## src/rtl/pwr_ctrl_pkg.sv

```systemverilog
// Shared types for the sensor node power mode controller.
// Assumes three controlled domains in a fixed bit order on the enable bus.
package pwr_ctrl_pkg;
    localparam int NUM_DOM   = 3;
    localparam int DOM_SENSE = 0;
    localparam int DOM_COMP  = 1;
    localparam int DOM_COMM  = 2;

    typedef enum logic [1:0] {
        MODE_ACTIVE = 2'b00,
        MODE_SLEEP  = 2'b01,
        MODE_IDLE   = 2'b10
    } pwr_mode_e;

    // Enable pattern each mode calls for.
    function automatic logic [NUM_DOM-1:0] dom_mask(input pwr_mode_e m);
        logic [NUM_DOM-1:0] r;
        r = '1;
        case (m)
            MODE_SLEEP: begin
                r            = '0;
                r[DOM_COMM]  = 1'b1;
            end
            MODE_IDLE:  r = '0;
            default:    r = '1;
        endcase
        return r;
    endfunction
endpackage

```

## src/rtl/pwr_req_filter.sv

```systemverilog
// Request qualifier: turns a strobed mode code into entry commands.
// Entry is allowed only from active mode; reserved and redundant codes
// produce nothing. Purely combinational; clk/rst_n are for checks only.
module pwr_req_filter
    import pwr_ctrl_pkg::*;
(
    input  logic      clk,
    input  logic      rst_n,
    input  logic      req_valid,
    input  logic [1:0] req_code,
    input  pwr_mode_e cur_mode,
    output logic      go_sleep,
    output logic      go_idle
);
    logic in_active;

    // Decode the request against the present mode.
    always_comb begin
        in_active = (cur_mode == MODE_ACTIVE);
        go_sleep  = req_valid && in_active && (req_code == 2'b01);
        go_idle   = req_valid && in_active && (req_code == 2'b10);
    end

    // nothing is accepted once in a low-power mode
    a_r4_drop_in_lp: assert property (@(posedge clk) disable iff (!rst_n)
        (cur_mode != MODE_ACTIVE) |-> !(go_sleep || go_idle));

    // reserved code never starts a transition
    a_r3_reserved_code: assert property (@(posedge clk) disable iff (!rst_n)
        (req_code == 2'b11) |-> !(go_sleep || go_idle));
endmodule

```

## src/rtl/pwr_wake_timer.sv

```systemverilog
// Wake countdown. Loaded from the period input on low-power entry or on a
// restart, counts down while running and flags expiry at zero.
// Assumes load is only raised from active mode; restart beats expiry.
module pwr_wake_timer #(
    parameter int TIMER_W = 24
) (
    input  logic               clk,
    input  logic               rst_n,
    input  logic               load,
    input  logic               restart,
    input  logic               run,
    input  logic [TIMER_W-1:0] period,
    output logic               expire
);
    logic [TIMER_W-1:0] cnt_q;

    // Countdown register with reload.
    always_ff @(posedge clk) begin
        if (!rst_n)
            cnt_q <= '0;
        else if (load || restart)
            cnt_q <= period;
        else if (run && (cnt_q != '0))
            cnt_q <= cnt_q - 1'b1;
    end

    // Expiry flag for the mode state machine.
    always_comb expire = run && !restart && (cnt_q == '0);

    // reload takes the sampled period
    a_r8_reload: assert property (@(posedge clk) disable iff (!rst_n)
        (load || restart) |=> (cnt_q == $past(period)));

    // one step per running cycle
    a_r8_step: assert property (@(posedge clk) disable iff (!rst_n)
        (run && !load && !restart && (cnt_q != '0)) |=>
        (cnt_q == $past(cnt_q) - 1'b1));

    // restart suppresses expiry
    a_r9_restart_wins: assert property (@(posedge clk) disable iff (!rst_n)
        restart |-> !expire);
endmodule

```

## src/rtl/pwr_mode_fsm.sv

```systemverilog
// Mode state machine: active, sleep, idle. Leaves a low-power mode only
// on timer expiry and then emits a one-cycle wake pulse.
// Assumes entry commands are already filtered to active mode.
module pwr_mode_fsm
    import pwr_ctrl_pkg::*;
(
    input  logic      clk,
    input  logic      rst_n,
    input  logic      go_sleep,
    input  logic      go_idle,
    input  logic      expire,
    output pwr_mode_e mode_q,
    output logic      wake_q
);
    pwr_mode_e mode_d;

    // Next-mode selection.
    always_comb begin
        mode_d = mode_q;
        if (go_sleep)      mode_d = MODE_SLEEP;
        else if (go_idle)  mode_d = MODE_IDLE;
        else if (expire)   mode_d = MODE_ACTIVE;
    end

    // Mode and wake pulse registers.
    always_ff @(posedge clk) begin
        if (!rst_n) begin
            mode_q <= MODE_ACTIVE;
            wake_q <= 1'b0;
        end else begin
            mode_q <= mode_d;
            wake_q <= expire;
        end
    end

    // low-power mode held until the timer ends it
    a_r4_hold_lp: assert property (@(posedge clk) disable iff (!rst_n)
        (mode_q != MODE_ACTIVE && !expire) |=> (mode_q == $past(mode_q)));

    // accepted sleep request lands next cycle
    a_r2_enter_sleep: assert property (@(posedge clk) disable iff (!rst_n)
        go_sleep |=> (mode_q == MODE_SLEEP));

    // pulse lasts one cycle
    a_r10_single_cycle: assert property (@(posedge clk) disable iff (!rst_n)
        wake_q |=> !wake_q);

    // pulse only on a return to active
    a_r10_on_return: assert property (@(posedge clk) disable iff (!rst_n)
        wake_q |-> (mode_q == MODE_ACTIVE && $past(mode_q) != MODE_ACTIVE));
endmodule

```

## src/rtl/pwr_en_bank.sv

```systemverilog
// Registered enable bank, one flop per domain, each following the mode
// one clock late so no enable can glitch. Reset turns every domain on.
module pwr_en_bank
    import pwr_ctrl_pkg::*;
#(
    parameter int N = NUM_DOM
) (
    input  logic      clk,
    input  logic      rst_n,
    input  pwr_mode_e mode,
    output logic [N-1:0] en_q
);
    logic [NUM_DOM-1:0] mask;

    // Target pattern for the present mode.
    always_comb mask = dom_mask(mode);

    for (genvar i = 0; i < N; i++) begin : g_dom
        // One enable flop per domain.
        always_ff @(posedge clk) begin
            if (!rst_n) en_q[i] <= 1'b1;
            else        en_q[i] <= mask[i];
        end
    end

    // enables move only after a mode change
    a_r7_no_stray_change: assert property (@(posedge clk) disable iff (!rst_n)
        !$stable(en_q) |-> ($past(mode) != $past(mode, 2)));

    // sleep pattern one clock after sleep
    a_r5_sleep_pattern: assert property (@(posedge clk) disable iff (!rst_n)
        ($past(mode) == MODE_SLEEP) |-> (en_q == 3'b100));

    // idle pattern one clock after idle
    a_r6_idle_pattern: assert property (@(posedge clk) disable iff (!rst_n)
        ($past(mode) == MODE_IDLE) |-> (en_q == 3'b000));
endmodule

```

## src/rtl/node_pwr_ctrl.sv

```systemverilog
// Top of the sensor node power mode controller. Filters requests, runs the
// mode machine and wake timer, and drives three registered enables.
// Assumes relay_evt and req_* are synchronous to clk.
module node_pwr_ctrl
    import pwr_ctrl_pkg::*;
#(
    parameter int TIMER_W = 24
) (
    input  logic               clk,
    input  logic               rst_n,
    input  logic               req_valid,
    input  logic [1:0]         req_code,
    input  logic [TIMER_W-1:0] wake_period,
    input  logic               relay_evt,
    output logic               en_sense,
    output logic               en_comp,
    output logic               en_comm,
    output logic [1:0]         mode,
    output logic               wake_pulse
);
    pwr_mode_e          mode_q;
    logic               go_sleep, go_idle, expire, wake_q;
    logic               tmr_load, tmr_restart, tmr_run;
    logic [NUM_DOM-1:0] en_q;

    pwr_req_filter u_filter (
        .clk(clk), .rst_n(rst_n), .req_valid(req_valid), .req_code(req_code),
        .cur_mode(mode_q), .go_sleep(go_sleep), .go_idle(go_idle)
    );

    // Timer control derived from the mode.
    always_comb begin
        tmr_load    = go_sleep || go_idle;
        tmr_restart = relay_evt && (mode_q == MODE_SLEEP);
        tmr_run     = (mode_q != MODE_ACTIVE);
    end

    pwr_wake_timer #(.TIMER_W(TIMER_W)) u_timer (
        .clk(clk), .rst_n(rst_n), .load(tmr_load), .restart(tmr_restart),
        .run(tmr_run), .period(wake_period), .expire(expire)
    );

    pwr_mode_fsm u_fsm (
        .clk(clk), .rst_n(rst_n), .go_sleep(go_sleep), .go_idle(go_idle),
        .expire(expire), .mode_q(mode_q), .wake_q(wake_q)
    );

    pwr_en_bank #(.N(NUM_DOM)) u_en (
        .clk(clk), .rst_n(rst_n), .mode(mode_q), .en_q(en_q)
    );

    // Output mapping.
    always_comb begin
        en_sense   = en_q[DOM_SENSE];
        en_comp    = en_q[DOM_COMP];
        en_comm    = en_q[DOM_COMM];
        mode       = mode_q;
        wake_pulse = wake_q;
    end

    // first cycle out of reset is fully active
    a_r1_reset_state: assert property (@(posedge clk)
        $rose(rst_n) |-> (mode == 2'b00 && en_sense && en_comp && en_comm && !wake_pulse));
endmodule

```

## config.mk

```make
export PLATFORM = sky130hd
export DESIGN_NAME = node_pwr_ctrl
export DESIGN_NICKNAME = d
export VERILOG_FILES = /design/src/rtl/pwr_ctrl_pkg.sv /design/src/rtl/pwr_req_filter.sv /design/src/rtl/pwr_wake_timer.sv /design/src/rtl/pwr_mode_fsm.sv /design/src/rtl/pwr_en_bank.sv /design/src/rtl/node_pwr_ctrl.sv
export SDC_FILE = /design/constraint.sdc
export NUM_CORES = 1
export LEC_CHECK = 0
export ABC_AREA = 1
export BUFFER_PORTS_ARGS = -buffer_cell sky130_fd_sc_hd__buf_2
export CAP_MARGIN = 20
export CORE_MARGIN = 8
export CORE_UTILIZATION = 43
export DETAILED_ROUTE_END_ITERATION = 7
export HOLD_SLACK_MARGIN = 0.12
export PLACE_DENSITY = 0.62
export SLEW_MARGIN = 20
export SYNTH_ARGS = -nofsm -noshare
export SYNTH_HDL_FRONTEND = slang
export SYNTH_SLANG_ARGS = --single-unit
```

## constraint.sdc

```tcl
create_clock -name clk -period 4 [get_ports clk]
set_input_delay 0.8 -clock clk [delete_from_list [all_inputs] [get_ports clk]]
set_output_delay 0.8 -clock clk [all_outputs]
set_load 0.01 [all_outputs]
```

# [Yosys cells after proc, flatten, opt, wreduce, memory -nomap -nowiden]
# Index checks and enable logic that the tools add are counted.
[totals] latchBits=0 inputBits=30 regBits=30 mem_bits_ro=0 mem_bits_rw=0 out_inout_bits=6 memories=0
[op_classes] addsub=1 bitwise=1 n_reduce_logical=18 shifts=0 mux=6 n_div=0 n_eq_ne=4 mul=0 magnitude_cmp=0
[ops] operator="24-bit 2-to-1 mux" count=2
[ops] operator="24-bit logical NOT" count=1
[ops] operator="24-bit nonzero test" count=1
[ops] operator="24-bit by 1-bit subtractor with 24-bit output (second input constant)" count=1
[ops] operator="1-bit logical AND" count=7
[ops] operator="3-bit one-hot mux with 2 select lines" count=1
[ops] operator="2-bit nonzero test" count=3
[ops] operator="2-bit by 1-bit == test with 1-bit output (second input constant)" count=2
[ops] operator="2-bit == test (second input constant)" count=2
[ops] operator="2-bit 2-to-1 mux" count=2
[ops] operator="3-bit nonzero test" count=1
[ops] operator="2-bit logical NOT" count=1
[ops] operator="1-bit logical OR" count=2
[ops] operator="2-bit OR reduction" count=1
[ops] operator="1-bit logical NOT" count=1
[ops] operator="1-bit 2-to-1 mux" count=1
[ops] operator="1-bit NOT" count=1

# [Depth between registers and ports, before layout]
[depth] word_depth=8 ltp_mapped=13 depth_no_buf=12

# [Modules after synthesis]
# A second synthesis with hierarchy kept.
[unflattened] cells_unflattened=333 area_unflattened_um2=2026.9
[by_module_without_submodules] module="pwr_wake_timer" area_each_um2=1788.0 n_inst=1 seq_area_each_um2=480.5 cells_each=299
[by_module_without_submodules] module="pwr_mode_fsm" area_each_um2=113.9 n_inst=1 seq_area_each_um2=60.1 cells_each=14
[by_module_without_submodules] module="pwr_en_bank" area_each_um2=75.1 n_inst=1 seq_area_each_um2=40.0 cells_each=8
[by_module_without_submodules] module="pwr_req_filter" area_each_um2=30.0 n_inst=1 seq_area_each_um2=0.0 cells_each=8
[by_module_without_submodules] module="node_pwr_ctrl" area_each_um2=20.0 n_inst=1 seq_area_each_um2=0.0 cells_each=4

# [Worst setup path after synthesis]
# No wires, ideal clock.
[synth_timing] kind="input -> register" start="in req_valid" end="reg u_timer.cnt_q[8]" path_buffers=2 arrival_time_ps=1730 stages=8 required_ps=3880 path_slack_ps=2150 cell_sequence="nand2_1 -> inv_1 -> nand3_1 -> nand3_1 -> buf_2 -> buf_2 -> mux2i_1 -> a21oi_1"
[synth_via] elab_chain_len=5 elab_cells_between_ends=7 classes_between="mux: 1; reduce/logical: 6"
[synth_rtl] item="start, declared" line="node_pwr_ctrl.sv:11" text="input logic req_valid,"
[synth_rtl] item="1-bit logical AND (*)" line="pwr_req_filter.sv:20, pwr_req_filter.sv:21"
[synth_rtl] item="1-bit logical AND, on equally long branches" line="pwr_req_filter.sv:20, pwr_req_filter.sv:21"
[synth_rtl] item="1-bit logical OR (*)" line="node_pwr_ctrl.sv:33" text="tmr_load = go_sleep || go_idle;"
[synth_rtl] item="1-bit logical OR (*)" line="pwr_wake_timer.sv:21" text="else if (load || restart)"
[synth_rtl] item="24-bit 2-to-1 mux / 2-bit nonzero test (equally long branches)"
[synth_rtl] item="end signal, assigned" line="pwr_wake_timer.sv:22" text="cnt_q <= period;"
[synth_rtl] item="end signal, assigned" line="pwr_wake_timer.sv:24" text="cnt_q <= cnt_q - 1'b1;"
[synth_rtl] item="end, declared" line="pwr_wake_timer.sv:15" text="logic [TIMER_W-1:0] cnt_q;"
# Mark *: on every way between the ends. The rest lies on a longest branch, timed or not.
# A chain may end at the register's enable or synchronous reset.

# [Worst setup path in the final report]
[layout_timing] start="reg u_fsm.mode_q[0]" end="reg u_timer.cnt_q[22]"
[layout_via] elab_chain_len=6 elab_cells_between_ends=12 classes_between="eq/ne: 1; mux: 1; reduce/logical: 10"
[layout_rtl] item="start, declared" line="pwr_mode_fsm.sv:12" text="output pwr_mode_e mode_q,"
[layout_rtl] item="start signal, assigned" line="pwr_mode_fsm.sv:31" text="mode_q <= mode_d;"
[layout_rtl] item="2-bit logical NOT" line="pwr_req_filter.sv:19" text="in_active = (cur_mode == MODE_ACTIVE);"
[layout_rtl] item="1-bit logical AND" line="pwr_req_filter.sv:20, pwr_req_filter.sv:21"
[layout_rtl] item="1-bit logical AND, on equally long branches" line="pwr_req_filter.sv:20, pwr_req_filter.sv:21"
[layout_rtl] item="1-bit logical OR" line="node_pwr_ctrl.sv:33"
[layout_rtl] item="1-bit logical OR" line="pwr_wake_timer.sv:21"
[layout_rtl] item="24-bit 2-to-1 mux / 2-bit nonzero test (equally long branches)"
# Several ways; a longest one is shown, not always the timed one.

==> flow_summary.html <==
<table>
<tr><th>Metric</th><th>Value</th></tr>
<tr><th colspan="2">Status</th></tr>
<tr><td>Status</td><td>finished clean</td></tr>
<tr><th colspan="2">STA</th></tr>
<tr><td>Number of endpoints with negative hold slack in the final report</td><td>0</td></tr>
<tr><td>Slew of the pin with the lowest slew margin</td><td>0.493 ns</td></tr>
<tr><td>Peak Freq</td><td>426 MHz</td></tr>
<tr><td>Worst rel slew slack</td><td>67.1%</td></tr>
<tr><td>Fraction of the cycle the final worst path needs</td><td>58.8%</td></tr>
<tr><td>Unrepaired setup endpoints after global routing</td><td>no</td></tr>
<tr><td>Minimum clock period</td><td>2.35 ns</td></tr>
<tr><td>Fin Hold WS</td><td>0.506 ns</td></tr>
<tr><td>Worst Setup Slack, final</td><td>1.65 ns</td></tr>
<tr><td>Layout Skew</td><td>0.00577 ns</td></tr>
<tr><td>Final setup TNS</td><td>0 ns</td></tr>
<tr><td>Final number of max-transition violations</td><td>0</td></tr>
<tr><td>Setup violation total in the final timing report</td><td>0</td></tr>
<tr><th colspan="2">Floorplan</th></tr>
<tr><td>Vertical extent of the die</td><td>85.2 um</td></tr>
<tr><td>Core Box Area</td><td>0.00466 mm2</td></tr>
<tr><td>Total die area</td><td>0.00725 mm2</td></tr>
<tr><td>Initial standard-cell utilization of the core</td><td>44.1%</td></tr>
<tr><td>Standard-cell rows</td><td>25</td></tr>
<tr><td>Die span in x</td><td>85.2 um</td></tr>
<tr><td>Ports placed on the boundary</td><td>36</td></tr>
<tr><th colspan="2">CTS</th></tr>
<tr><td>Clock transition at the registers of the reported paths</td><td>0.06 ns</td></tr>
<tr><td>Clock Path Buffers</td><td>2</td></tr>
<tr><td>Clock tree from TritonCTS</td><td>built</td></tr>
<tr><td>Number of gates resized after cts</td><td>0</td></tr>
<tr><td>Post-CTS setup-driven buffer insertion count</td><td>0</td></tr>
<tr><td>CTS root buf</td><td>sky130_fd_sc_hd__clkbuf_8</td></tr>
<tr><td>Number of sinks driven by the clock tree</td><td>29</td></tr>
<tr><td>Worst-skew pair later-pin latency</td><td>0.29 ns</td></tr>
<tr><td>Number of levels the H-tree was split into</td><td>2</td></tr>
<tr><td>Number of buffers created by CTS</td><td>5</td></tr>
<tr><td>Hold bufs inserted after CTS</td><td>0</td></tr>
<tr><th colspan="2">Detailed routing</th></tr>
<tr><td>Number of nets with antenna violations after routing</td><td>0</td></tr>
<tr><td>Routed length on met2</td><td>2250 um</td></tr>
<tr><td>Routed length on met3</td><td>208 um</td></tr>
<tr><td>Count of TritonRoute iterations in the first routing pass</td><td>4</td></tr>
<tr><td>Post-detailed-route wirelength per cell</td><td>11.9 um</td></tr>
<tr><td>Routed Wire Length</td><td>5090 um</td></tr>
<tr><td>Routed via count</td><td>2125</td></tr>
<tr><td>Avg Vias per Cell</td><td>4.96</td></tr>
<tr><td>Count of routing violations after the opening detailed-route iteration</td><td>138</td></tr>
<tr><td>Highest metal used</td><td>met4</td></tr>
<tr><td>Drc violations</td><td>0</td></tr>
<tr><td>Met1 layer wirelength in the final routing</td><td>2560 um</td></tr>
<tr><th colspan="2">Synth</th></tr>
<tr><td>Mapped cell area</td><td>0.00206 mm2</td></tr>
<tr><td>Synthesized netlist net count</td><td>377</td></tr>
<tr><td>Largest cells by area after synthesis</td><td>sky130_fd_sc_hd__dfxtp_1 28%, sky130_fd_sc_hd__nand2_1 17%, sky130_fd_sc_hd__nor2_1 11%, sky130_fd_sc_hd__inv_1 6.9%, sky130_fd_sc_hd__a21oi_1 5.4%</td></tr>
<tr><td>Area share of the leading cell type in the synthesized netlist</td><td>28.2%</td></tr>
<tr><td>Number of instances in the synthesized netlist</td><td>342</td></tr>
<tr><td>Post-synthesis cell type count</td><td>29</td></tr>
<tr><td>Total number of yosys warnings</td><td>0</td></tr>
<tr><td>Post-synthesis sequential area ratio</td><td>28.2%</td></tr>
<tr><td>Largest area contributor in the netlist</td><td>sky130_fd_sc_hd__dfxtp_1</td></tr>
<tr><td>Yosys reg bits</td><td>29</td></tr>
<tr><td>Synthesized area per cell</td><td>6.01 um2</td></tr>
<tr><th colspan="2">Global routing</th></tr>
<tr><td>Total routing resource utilization after global routing</td><td>14.9%</td></tr>
<tr><td>Maximum number of pins on one net before global-route repair</td><td>30</td></tr>
<tr><td>Number of global-route vias before repair</td><td>1982</td></tr>
<tr><td>First-pass GRT wire length</td><td>8960 um</td></tr>
<tr><td>Number of antenna violations at the first check in global routing</td><td>0</td></tr>
<tr><td>Total grt overflow</td><td>0</td></tr>
<tr><th colspan="2">Flow run</th></tr>
<tr><td>Max-Cap Viols</td><td>0</td></tr>
<tr><th colspan="2">Worst setup path</th></tr>
<tr><td>Largest delay contributor family on the critical path</td><td>buffers and inverters</td></tr>
<tr><td>Element type at the critical path end</td><td>flop</td></tr>
<tr><td>Slowest CP cell</td><td>sky130_fd_sc_hd__inv_2</td></tr>
<tr><td>Setup crit start kind</td><td>flop</td></tr>
<tr><td>WP buf/inv</td><td>4</td></tr>
<tr><td>Register-to-Register Path Depth</td><td>11</td></tr>
<tr><td>Critical Path AT</td><td>2.56 ns</td></tr>
<tr><td>Terminus of the critical flop-to-flop path</td><td>u_timer.cnt_q[22]$_SDFFE_PN0P_</td></tr>
<tr><td>Startpoint of the worst register-to-register path</td><td>u_fsm.mode_q[0]$_SDFFE_PN0P_</td></tr>
<tr><td>Maximum cell stage delay along the critical path</td><td>0.39 ns</td></tr>
<tr><td>Critical path, cell by cell</td><td>inv_1 &gt; ha_1 &gt; nand2_1 &gt; inv_1 &gt; nand3_1 &gt; nand3_1 &gt; inv_2 &gt; nand2_4 &gt; inv_2 &gt; nand2_1 &gt; a21oi_1</td></tr>
<tr><td>Critical Path RT</td><td>4.21 ns</td></tr>
<tr><td>Largest driver fanout on the critical path</td><td>28</td></tr>
<tr><td>Classification of the worst setup path</td><td>flop to flop</td></tr>
<tr><td>Slack of the worst reg-to-reg path</td><td>1.65 ns</td></tr>
<tr><th colspan="2">Final layout</th></tr>
<tr><td>Antenna cell count</td><td>0</td></tr>
<tr><td>Cell Count, Final, Fillers Out</td><td>428</td></tr>
<tr><td>Area of the multi-input gates</td><td>0.00124 mm2</td></tr>
<tr><td>Growth of design area from synthesis to finish</td><td>12.6%</td></tr>
<tr><td>Proportion of layout cells with a drive suffix above 1</td><td>14.2%</td></tr>
<tr><td>Post-layout net count</td><td>409</td></tr>
<tr><td>Number of inserted filler cells in the final layout</td><td>510</td></tr>
<tr><td>Sequential cell area</td><td>581 um2</td></tr>
<tr><td>Core Util, Final</td><td>49.7%</td></tr>
<tr><th colspan="2">Placement</th></tr>
<tr><td>Number of instances in the placed design</td><td>421</td></tr>
<tr><td>Number of buffer cells added on primary ports</td><td>35</td></tr>
<tr><td>RD Place Congestion</td><td>0.809</td></tr>
<tr><td>Post-placement setup slack</td><td>1.46 ns</td></tr>
<tr><td>Detailed placement HPWL</td><td>3640 um</td></tr>
<tr><th colspan="2">Pwr</th></tr>
<tr><td>Power per standard cell area</td><td>459 mW/mm2</td></tr>
<tr><td>Leakage power figure</td><td>1.17 nW</td></tr>
<tr><td>Worst VDD drop</td><td>254 uV</td></tr>
<tr><th colspan="2">Hold path</th></tr>
<tr><td>Worst hold path startpoint</td><td>u_fsm.mode_q[1]$_SDFFE_PP0P_</td></tr>
<tr><td>Cell count of the worst hold path</td><td>2</td></tr>
<tr><td>Worst hold-check path type</td><td>flop to flop</td></tr>
<tr><td>Terminating pin of the worst hold path</td><td>u_fsm.mode_q[1]$_SDFFE_PP0P_</td></tr>
</table>
[metal layers]
layer,vias up,global-route usage (%)
li1,1144,-
met1,938,18.8
met2,35,23.7
met3,8,4.05
met4,0,5.34
met5,-,0
[worst min-delay path: stages, from the launching register on]
cell                      delay [ns]
sky130_fd_sc_hd__dfxtp_1        0.34
sky130_fd_sc_hd__nand2_1        0.07
sky130_fd_sc_hd__a21oi_1        0.05
[power breakdown]
part	internal [mW]	leakage (nW)	switching, mW
Sequential	0.327	0.238	0.0440
Combinational	0.159	0.892	0.283
Clock	0.136	0.0443	0.114
Total	0.622	1.17	0.441
[how the worst max path moves through the flow]
| stage | start | slack (ns) | cells after the start | end |
|---|---|---|---|---|
| after floorplan | req_valid | 2.15 | 8 | u_timer.cnt_q[8]$_SDFFE_PN0P_ |
| after global placement | req_valid | 1.51 | 10 | u_timer.cnt_q[23]$_SDFFE_PN0P_ |
| after detailed placement | req_valid | 1.46 | 10 | u_timer.cnt_q[17]$_SDFFE_PN0P_ |
| after CTS | u_fsm.mode_q[0]$_SDFFE_PN0P_ | 1.64 | 11 | u_timer.cnt_q[18]$_SDFFE_PN0P_ |
| after global routing | u_fsm.mode_q[0]$_SDFFE_PN0P_ | 1.29 | 11 | u_timer.cnt_q[17]$_SDFFE_PN0P_ |
| final | u_fsm.mode_q[0]$_SDFFE_PN0P_ | 1.65 | 11 | u_timer.cnt_q[22]$_SDFFE_PN0P_ |
[synth_stat cells]
library cell               number
sky130_fd_sc_hd__a21o_1         1
sky130_fd_sc_hd__a21oi_1       22
sky130_fd_sc_hd__buf_2          5
sky130_fd_sc_hd__buf_4          1
sky130_fd_sc_hd__buf_6          2
sky130_fd_sc_hd__buf_8          1
sky130_fd_sc_hd__clkbuf_1       2
sky130_fd_sc_hd__clkinv_1       1
sky130_fd_sc_hd__dfxtp_1       29
sky130_fd_sc_hd__ha_1           5
sky130_fd_sc_hd__inv_1         38
sky130_fd_sc_hd__inv_2          2
sky130_fd_sc_hd__mux2i_1        1
sky130_fd_sc_hd__nand2_1       93
sky130_fd_sc_hd__nand2_2        1
sky130_fd_sc_hd__nand2_4        2
sky130_fd_sc_hd__nand3_1       22
sky130_fd_sc_hd__nand3b_1       1
sky130_fd_sc_hd__nand4_1       10
sky130_fd_sc_hd__nor2_1        62
sky130_fd_sc_hd__nor2_2         1
sky130_fd_sc_hd__nor2_4         1
sky130_fd_sc_hd__nor3_1         5
sky130_fd_sc_hd__o21a_1         1
sky130_fd_sc_hd__o21ai_0       17
sky130_fd_sc_hd__o21ai_1        3
sky130_fd_sc_hd__o21ai_2        4
sky130_fd_sc_hd__xnor2_1        6
sky130_fd_sc_hd__xor2_1         3
[cell usage in the layout (no fill, tap or decap), types with 2 or more instances in the layout]
cell type / n
sky130_fd_sc_hd__a21oi_1: 22
sky130_fd_sc_hd__buf_2: 35
sky130_fd_sc_hd__clkbuf_8: 6
sky130_fd_sc_hd__dfxtp_1: 29
sky130_fd_sc_hd__ha_1: 5
sky130_fd_sc_hd__inv_1: 38
sky130_fd_sc_hd__inv_2: 2
sky130_fd_sc_hd__nand2_1: 93
sky130_fd_sc_hd__nand2_4: 2
sky130_fd_sc_hd__nand3_1: 22
sky130_fd_sc_hd__nand4_1: 10
sky130_fd_sc_hd__nor2_1: 62
sky130_fd_sc_hd__nor3_1: 5
sky130_fd_sc_hd__o21ai_0: 17
sky130_fd_sc_hd__o21ai_1: 3
sky130_fd_sc_hd__o21ai_2: 4
sky130_fd_sc_hd__xnor2_1: 6
sky130_fd_sc_hd__xor2_1: 3
[flip-flops by register name, summed over array words and instances (netlist names)]
| name | count |
|---|---|
| u_fsm.wake_q | 1 |
| u_timer.cnt_q | 24 |
| u_en.en_q | 2 |
| u_fsm.mode_q | 2 |
[cells by family (layout without fill, tap and decap cells)]
group / count (synthesis) / after routing / synth area share [%]
buf+inv: 52 / 84 / 11.3
compound gates: 48 / 48 / 12.7
mux: 1 / 1 / 0.487
simple gates: 198 / 198 / 40.5
flops: 29 / 29 / 28.2
xor+xnor: 9 / 9 / 3.83
fa+ha+maj: 5 / 5 / 3.04
[final cells by class]
cell class | count | share of cell area (%)
inverters | 41 | 6.65
well taps | 54 | 2.92
flip-flops and latches | 29 | 25.1
clock buffers | 7 | 3.73
multi-input cells | 261 | 53.8
repair buffers | 36 | 7.89
[through the flow]
stage / area, um2 / power, mW
2_1_floorplan: 2060 / 0.733
3_3_place_gp: 2230 / 0.813
3_5_place_dp: 2230 / 0.819
4_1_cts: 2320 / 1.07
5_1_grt: 2320 / 1.16
6_report: 2320 / 1.06
No activity file was read; power rests on OpenSTA's default activity.
